### config.mk
export PLATFORM = sky130hd
export DESIGN_NAME = led_packet_decoder
export DESIGN_NICKNAME = d
export VERILOG_FILES = /design/src/rtl/ledpkt_pkg.sv /design/src/rtl/ledpkt_sync.sv /design/src/rtl/ledpkt_deframer.sv /design/src/rtl/ledpkt_fsm.sv /design/src/rtl/ledpkt_chregs.sv /design/src/rtl/led_packet_decoder.sv
export SDC_FILE = /design/constraint.sdc
export NUM_CORES = 1
export LEC_CHECK = 0
export CAP_MARGIN = 0
export CORE_MARGIN = 2
export CORE_UTILIZATION = 54
export DETAILED_ROUTE_END_ITERATION = 8
export GPL_ROUTABILITY_DRIVEN = 0
export PLACE_DENSITY_LB_ADDON = 0.25
export SLEW_MARGIN = 20
export SYNTH_ARGS = -nofsm -noshare
export SYNTH_HDL_FRONTEND = slang
export SYNTH_SLANG_ARGS = --single-unit
### constraint.sdc
create_clock -name clk -period 5.36 [get_ports clk]
set_input_delay 1.608 -clock clk [delete_from_list [all_inputs] [get_ports clk]]
set_output_delay 1.608 -clock clk [all_outputs]
set_load 0.03 [all_outputs]
### src/rtl/ledpkt_pkg.sv
package ledpkt_pkg;
   typedef enum logic [2:0] {
      ST_IDLE,
      ST_ADDR,
      ST_SUB,
      ST_DATA,
      ST_SKIP
   } dec_state_t;
endpackage

### src/rtl/ledpkt_sync.sv
module ledpkt_sync #(
   parameter int STAGES = 2
) (
   input  logic clk,
   input  logic rst,
   input  logic din,
   output logic dout
);
   if (STAGES < 2) begin : g_bad
      $error("ledpkt_sync: STAGES must be at least 2");
   end

   logic [STAGES-1:0] chain;

   always_ff @(posedge clk) begin
      if (rst) chain <= '0;
      else     chain <= {chain[STAGES-2:0], din};
   end

   assign dout = chain[STAGES-1];
endmodule

### src/rtl/ledpkt_deframer.sv
module ledpkt_deframer #(
   parameter int BYTE_W      = 8,
   parameter int SYNC_STAGES = 2
) (
   input  logic              clk,
   input  logic              rst,
   input  logic              ser_data,
   input  logic              ser_clk,
   output logic [BYTE_W-1:0] byte_q,
   output logic              byte_stb
);
   localparam int CNT_W = $clog2(BYTE_W + 1);

   logic              data_s, clk_s, clk_d;
   logic              clk_rise, clk_fall;
   logic [CNT_W-1:0]  bit_cnt;
   logic [BYTE_W-1:0] shreg;

   ledpkt_sync #(.STAGES(SYNC_STAGES)) i_sync_data (
      .clk(clk), .rst(rst), .din(ser_data), .dout(data_s));
   ledpkt_sync #(.STAGES(SYNC_STAGES)) i_sync_clk (
      .clk(clk), .rst(rst), .din(ser_clk), .dout(clk_s));

   always_ff @(posedge clk) begin
      if (rst) clk_d <= 1'b0;
      else     clk_d <= clk_s;
   end

   assign clk_rise = clk_s & ~clk_d;
   assign clk_fall = ~clk_s & clk_d;

   always_ff @(posedge clk) begin
      if (rst) begin
         bit_cnt  <= '0;
         shreg    <= '0;
         byte_q   <= '0;
         byte_stb <= 1'b0;
      end else begin
         byte_stb <= 1'b0;
         if (clk_rise && bit_cnt < CNT_W'(BYTE_W)) begin
            shreg   <= {shreg[BYTE_W-2:0], data_s};
            bit_cnt <= bit_cnt + 1'b1;
         end else if (clk_fall && bit_cnt == CNT_W'(BYTE_W)) begin
            byte_q   <= shreg;
            byte_stb <= 1'b1;
            bit_cnt  <= '0;
         end
      end
   end
endmodule

### src/rtl/ledpkt_fsm.sv
module ledpkt_fsm
   import ledpkt_pkg::*;
#(
   parameter int              NUM_CH     = 24,
   parameter int              DUTY_W     = 7,
   parameter int              ID_W       = 3,
   parameter int              BYTE_W     = 8,
   parameter int              IDX_W      = 5,
   parameter logic [BYTE_W-1:0] START_CODE = 8'hFF,
   parameter logic [BYTE_W-1:0] END_CODE   = 8'h81
) (
   input  logic              clk,
   input  logic              rst,
   input  logic [BYTE_W-1:0] byte_q,
   input  logic              byte_stb,
   input  logic [ID_W-1:0]   id_pins,
   output logic              wr_en,
   output logic [IDX_W-1:0]  wr_idx,
   output logic [DUTY_W-1:0] wr_data,
   output logic              pkt_done
);
   dec_state_t        state;
   logic [IDX_W-1:0]  idx;
   logic [BYTE_W-1:0] local_addr;
   logic              is_start, is_end;

   assign local_addr = {{(BYTE_W-ID_W){1'b0}}, id_pins};
   assign is_start   = byte_q == START_CODE;
   assign is_end     = byte_q == END_CODE;

   assign wr_en   = byte_stb && state == ST_DATA && !is_start && !is_end
                    && idx < IDX_W'(NUM_CH);
   assign wr_idx  = idx;
   assign wr_data = byte_q[DUTY_W-1:0];

   always_ff @(posedge clk) begin
      if (rst) begin
         state    <= ST_IDLE;
         idx      <= '0;
         pkt_done <= 1'b0;
      end else begin
         pkt_done <= 1'b0;
         if (byte_stb) begin
            if (is_start) begin
               state <= ST_ADDR;
            end else begin
               case (state)
                  ST_ADDR: state <= (byte_q == local_addr) ? ST_SUB : ST_SKIP;
                  ST_SUB: begin
                     if (byte_q < BYTE_W'(NUM_CH)) begin
                        idx   <= byte_q[IDX_W-1:0];
                        state <= ST_DATA;
                     end else begin
                        state <= ST_SKIP;
                     end
                  end
                  ST_DATA: begin
                     if (is_end) begin
                        pkt_done <= 1'b1;
                        state    <= ST_IDLE;
                     end else if (wr_en) begin
                        idx <= idx + 1'b1;
                     end
                  end
                  default: state <= state;
               endcase
            end
         end
      end
   end
endmodule

### src/rtl/ledpkt_chregs.sv
module ledpkt_chregs #(
   parameter int NUM_CH = 24,
   parameter int DUTY_W = 7,
   parameter int IDX_W  = 5
) (
   input  logic                     clk,
   input  logic                     rst,
   input  logic                     wr_en,
   input  logic [IDX_W-1:0]         wr_idx,
   input  logic [DUTY_W-1:0]        wr_data,
   output logic [NUM_CH*DUTY_W-1:0] duty_flat
);
   for (genvar ch = 0; ch < NUM_CH; ch++) begin : g_ch
      logic [DUTY_W-1:0] duty_r;
      always_ff @(posedge clk) begin
         if (rst)                                       duty_r <= '0;
         else if (wr_en && wr_idx == IDX_W'(ch))        duty_r <= wr_data;
      end
      assign duty_flat[ch*DUTY_W +: DUTY_W] = duty_r;
   end
endmodule

### src/rtl/led_packet_decoder.sv
module led_packet_decoder #(
   parameter int NUM_CH      = 24,
   parameter int DUTY_W      = 7,
   parameter int ID_W        = 3,
   parameter int BYTE_W      = 8,
   parameter int SYNC_STAGES = 2
) (
   input  logic                     clk,
   input  logic                     rst,
   input  logic                     ser_data,
   input  logic                     ser_clk,
   input  logic [ID_W-1:0]          id_pins,
   output logic [NUM_CH*DUTY_W-1:0] duty_flat,
   output logic                     pkt_done
);
   localparam int IDX_W = $clog2(NUM_CH + 1);

   if (DUTY_W >= BYTE_W) begin : g_bad_duty
      $error("led_packet_decoder: DUTY_W must be below BYTE_W");
   end
   if (ID_W >= BYTE_W) begin : g_bad_id
      $error("led_packet_decoder: ID_W must be below BYTE_W");
   end
   if (IDX_W > BYTE_W) begin : g_bad_idx
      $error("led_packet_decoder: NUM_CH too large for sub-address byte");
   end

   logic [BYTE_W-1:0] byte_q;
   logic              byte_stb;
   logic              wr_en;
   logic [IDX_W-1:0]  wr_idx;
   logic [DUTY_W-1:0] wr_data;

   ledpkt_deframer #(.BYTE_W(BYTE_W), .SYNC_STAGES(SYNC_STAGES)) i_deframer (
      .clk(clk), .rst(rst), .ser_data(ser_data), .ser_clk(ser_clk),
      .byte_q(byte_q), .byte_stb(byte_stb));

   ledpkt_fsm #(
      .NUM_CH(NUM_CH), .DUTY_W(DUTY_W), .ID_W(ID_W), .BYTE_W(BYTE_W),
      .IDX_W(IDX_W), .START_CODE(8'hFF), .END_CODE(8'h81)
   ) i_fsm (
      .clk(clk), .rst(rst), .byte_q(byte_q), .byte_stb(byte_stb),
      .id_pins(id_pins), .wr_en(wr_en), .wr_idx(wr_idx), .wr_data(wr_data),
      .pkt_done(pkt_done));

   ledpkt_chregs #(.NUM_CH(NUM_CH), .DUTY_W(DUTY_W), .IDX_W(IDX_W)) i_chregs (
      .clk(clk), .rst(rst), .wr_en(wr_en), .wr_idx(wr_idx),
      .wr_data(wr_data), .duty_flat(duty_flat));
endmodule

==> impl_metrics.tcl <==
set metrics [dict create \
    die_w_um 126.3 \
    setup.worst_path.start_class "flip-flop" \
    grt_pass1_vias 5798 \
    cap_viol_max_count 0 \
    grtUsageMet3 0.06457 \
    timing.rr.end "i_chregs.g_ch[1].duty_r[1]" \
    clockRootBuffer "clkbuf_16" \
    start_util 0.5532 \
    fin_crit_sh 0.5900 \
    diodes 0 \
    fin_crit_ns 3.162 \
    rsz0062_at_grt "false" \
    hold_path_class "flip-flop to flip-flop" \
    max_slew_margin 0.2751 \
    clk_pin_slew_ns 0.06 \
    power_mw 3.091 \
    grt_antenna_before_repair 0 \
    postCtsHoldBufs 0 \
    p_leak_nw 4.866 \
    avgSynthCellArea_um2 10.11 \
    core_area_um2 14590 \
    synthArstFlopShare 0 \
    nets 963 \
    numClockSinks 203 \
    synth_top_flop_cell "dfxtp_1" \
    cts_buffers 21 \
    routed_wl_um 19480 \
    hold_viol 0 \
    area_delta_synth_final_pct 31.97 \
    drive_gt1_frac 0.08108 \
    grtUsageMet2 0.3903 \
    fmax_mhz 316.2 \
    grt_max_degree 143 \
    finalClockSkew_ns 0.02189 \
    top_usage_layer "met2" \
    nFillCells 1044 \
    die_area_um2 15940 \
    crit_family "buffers and inverters" \
    setup_tns_ns 0 \
    run_status "complete, no violations" \
    worstPathArrival_ns 1.55 \
    finalSetupViolCount 0 \
    hpwl_um 12250 \
    crit_cells 1 \
    post_cts.resized_instances 0 \
    syn_nets 812 \
    drc 0 \
    crit_start "i_chregs.g_ch[3].duty_r[4]" \
    yosys_warnings 0 \
    synth_top_area_share 0.5036 \
    cpPeakStageDelay_ns 0.71 \
    dieHeight_um 126.3 \
    path_buf_inv 1 \
    synth.distinct_cells 51 \
    row_count 44 \
    final_antenna_net_count 0 \
    htree_num_levels 1 \
    drtIter0Drc 374 \
    drt-pass1-iter-count 5 \
    postLayoutCellArea_um2 10650 \
    ir_drop_uv 228.2 \
    wl_per_cell_um 17.00 \
    crit_type "flip-flop to output port" \
    r2r_cells 6 \
    cp.required_ns 3.75 \
    slowest_stage "clkdlybuf4s50_1" \
    io_buffers 175 \
    syn_inst 798 \
    drv_slew 0 \
    path_cells "clkdlybuf4s50_1" \
    multi_input_area_um2 3750 \
    placed_area_um2 9906 \
    synth_top_cell_by_area "dfxtp_1" \
    synth_area_leaders "dfxtp_1 (50%), mux2i_1 (22%), nor2_1 (8.7%), nand3_4 (4.1%), clkbuf_1 (2.0%)" \
    endpoint_kind "output port" \
    synth_edf_count 0 \
    vias 6215 \
    tightest_slew_ns 1.084 \
    post-cts-setup-buffers 0 \
    grtUsageMet1 0.3127 \
    clock_path_buffers 3 \
    tritoncts "done" \
    r2r_slack_ns 2.31 \
    worstReg2RegStart "i_deframer.byte_q[0]" \
    ys_seq_elements 203 \
    grt-ovfl-total 0 \
    via_per_inst 5.423 \
    clk_latency_ns 0.50 \
    seqCellArea_um2 4064 \
    crit_end "duty_flat[25]" \
    grt_pass1_wl_um 31110 \
    path_max_fanout 2 \
    ios 176 \
    track_usage 0.2360 \
    synth_area_um2 8070 \
    power-per-cell-area_nw_per_um2 290.3 \
    seq_area_frac_synth 0.5036 \
]
## cells in the final DEF, fill, tap and decap left out, types with 2 or more instances in the layout
cell	synthesis	routed
nand3_2	3	3
nor2_1	187	187
clkbuf_1	44	2
nand4_1	3	3
inv_1	7	7
o21ai_0	5	5
buf_4	5	11
clkbuf_8	0	7
mux2i_1	177	177
nand2b_1	7	7
ha_1	7	7
xnor2_1	2	2
a31oi_1	2	2
nor4_1	2	2
nor3_1	25	25
clkdlybuf4s50_1	0	174
nand3_4	19	19
nand3_1	3	3
bufinv_16	0	3
a21oi_1	17	17
a211oi_1	2	2
and4_1	2	2
clkbuf_16	0	21
a221oi_1	2	2
dfxtp_1	203	203
and3_1	3	3
xor2_1	2	2
nand2_1	29	28
nor2b_1	6	6
## Yosys cell counts, drive strengths merged (2+ instances only)
cell,instances
nor4,3
and2,2
and4,2
a21boi,2
nor2,188
inv,7
nor2b,6
mux2i,177
xnor2,2
clkbuf,44
nand3,25
nand2,29
a221oi,2
a31oi,2
buf,14
xor2,2
nor3,26
a211oi,2
ha,7
dfxtp,203
a21oi,17
nand4,4
o21ai,6
and3,3
nand2b,7
## final cells by class
class,instances,area share
Multi-Input combinational cell,530,0.3521
Clock inverter,6,0.01081
Tap cell,184,0.02162
Timing Repair Buffer,186,0.1723
Clock buffer,30,0.05909
Inverter,7,0.002467
Sequential cell,203,0.3816
## report_power, final
group | total, mW | switching [mW] | internal [mW]
clock network | 1.54 | 0.583 | 0.961
registers | 1.51 | 0.00122 | 1.51
logic | 0.0354 | 0.0274 | 0.00808
total | 3.09 | 0.611 | 2.48
## flip-flops by register name, summed over array words and instances (netlist names)
signal	cells
i_deframer.byte_stb	1
i_deframer.byte_q	8
i_chregs.g_ch.duty_r	168
i_deframer.clk_d	1
i_fsm.state	3
i_deframer.shreg	8
i_deframer.bit_cnt	4
i_fsm.wr_idx	5
i_deframer.i_sync_clk.chain	2
i_deframer.i_sync_data.chain	2
i_fsm.pkt_done	1
## worst reg2reg max path, delay by kind of cell (launching register included)
kind	cells	cell delay, ns
multiplexers	1	0.20
flip-flops	1	0.73
AND/OR/NAND/NOR	4	1.59
buffers and inverters	1	0.39
## per-stage QoR
step	std cells	hold WS [ns]	setup WS, ns	util
2_1_floorplan	798	0.4138	2.727	-
3_3_place_gp	1110	0.4173	2.146	0.6790
3_5_place_dp	1110	0.4270	2.115	0.6790
4_1_cts	1146	0.4416	2.186	0.7300
5_1_grt	1146	0.4668	2.141	0.7300
6_report	1146	0.4364	2.198	0.7300
## how the worst min path moves through the flow
stage	from	end	slack, ns	depth (start not counted)
global placement	i_deframer.i_sync_data.chain[0]	i_deframer.i_sync_data.chain[1]	0.42	1
floorplan	i_deframer.i_sync_clk.chain[0]	i_deframer.i_sync_clk.chain[1]	0.41	1
global route	i_deframer.i_sync_data.chain[0]	i_deframer.i_sync_data.chain[1]	0.47	1
finish	i_deframer.i_sync_data.chain[0]	i_deframer.i_sync_data.chain[1]	0.44	1
detailed placement	i_deframer.i_sync_data.chain[0]	i_deframer.i_sync_data.chain[1]	0.43	1
CTS	i_deframer.i_sync_data.chain[0]	i_deframer.i_sync_data.chain[1]	0.44	1
## logic make-up (layout without fill, tap and decap cells)
kind of cell / Yosys count / after routing / synth area share
AOI/OAI and AO/OA: 39 / 39 / 0.03008
xor gates and xnor gates: 4 / 4 / 0.004342
adders and majority gates: 7 / 7 / 0.01085
buffers and inverters: 65 / 229 / 0.03349
DFF: 203 / 203 / 0.5036
muxes: 177 / 177 / 0.2195
and+or+nand+nor: 303 / 303 / 0.1981
## routing by layer
layer	up-vias	wire, um	part of all wire
met4	0	278	0.014
met1	2947	8274	0.42
met3	25	1764	0.091
met5	-	0	0
met2	249	9163	0.47
li1	2994	-	-
Note: power is estimated with default switching activity, not from simulation.
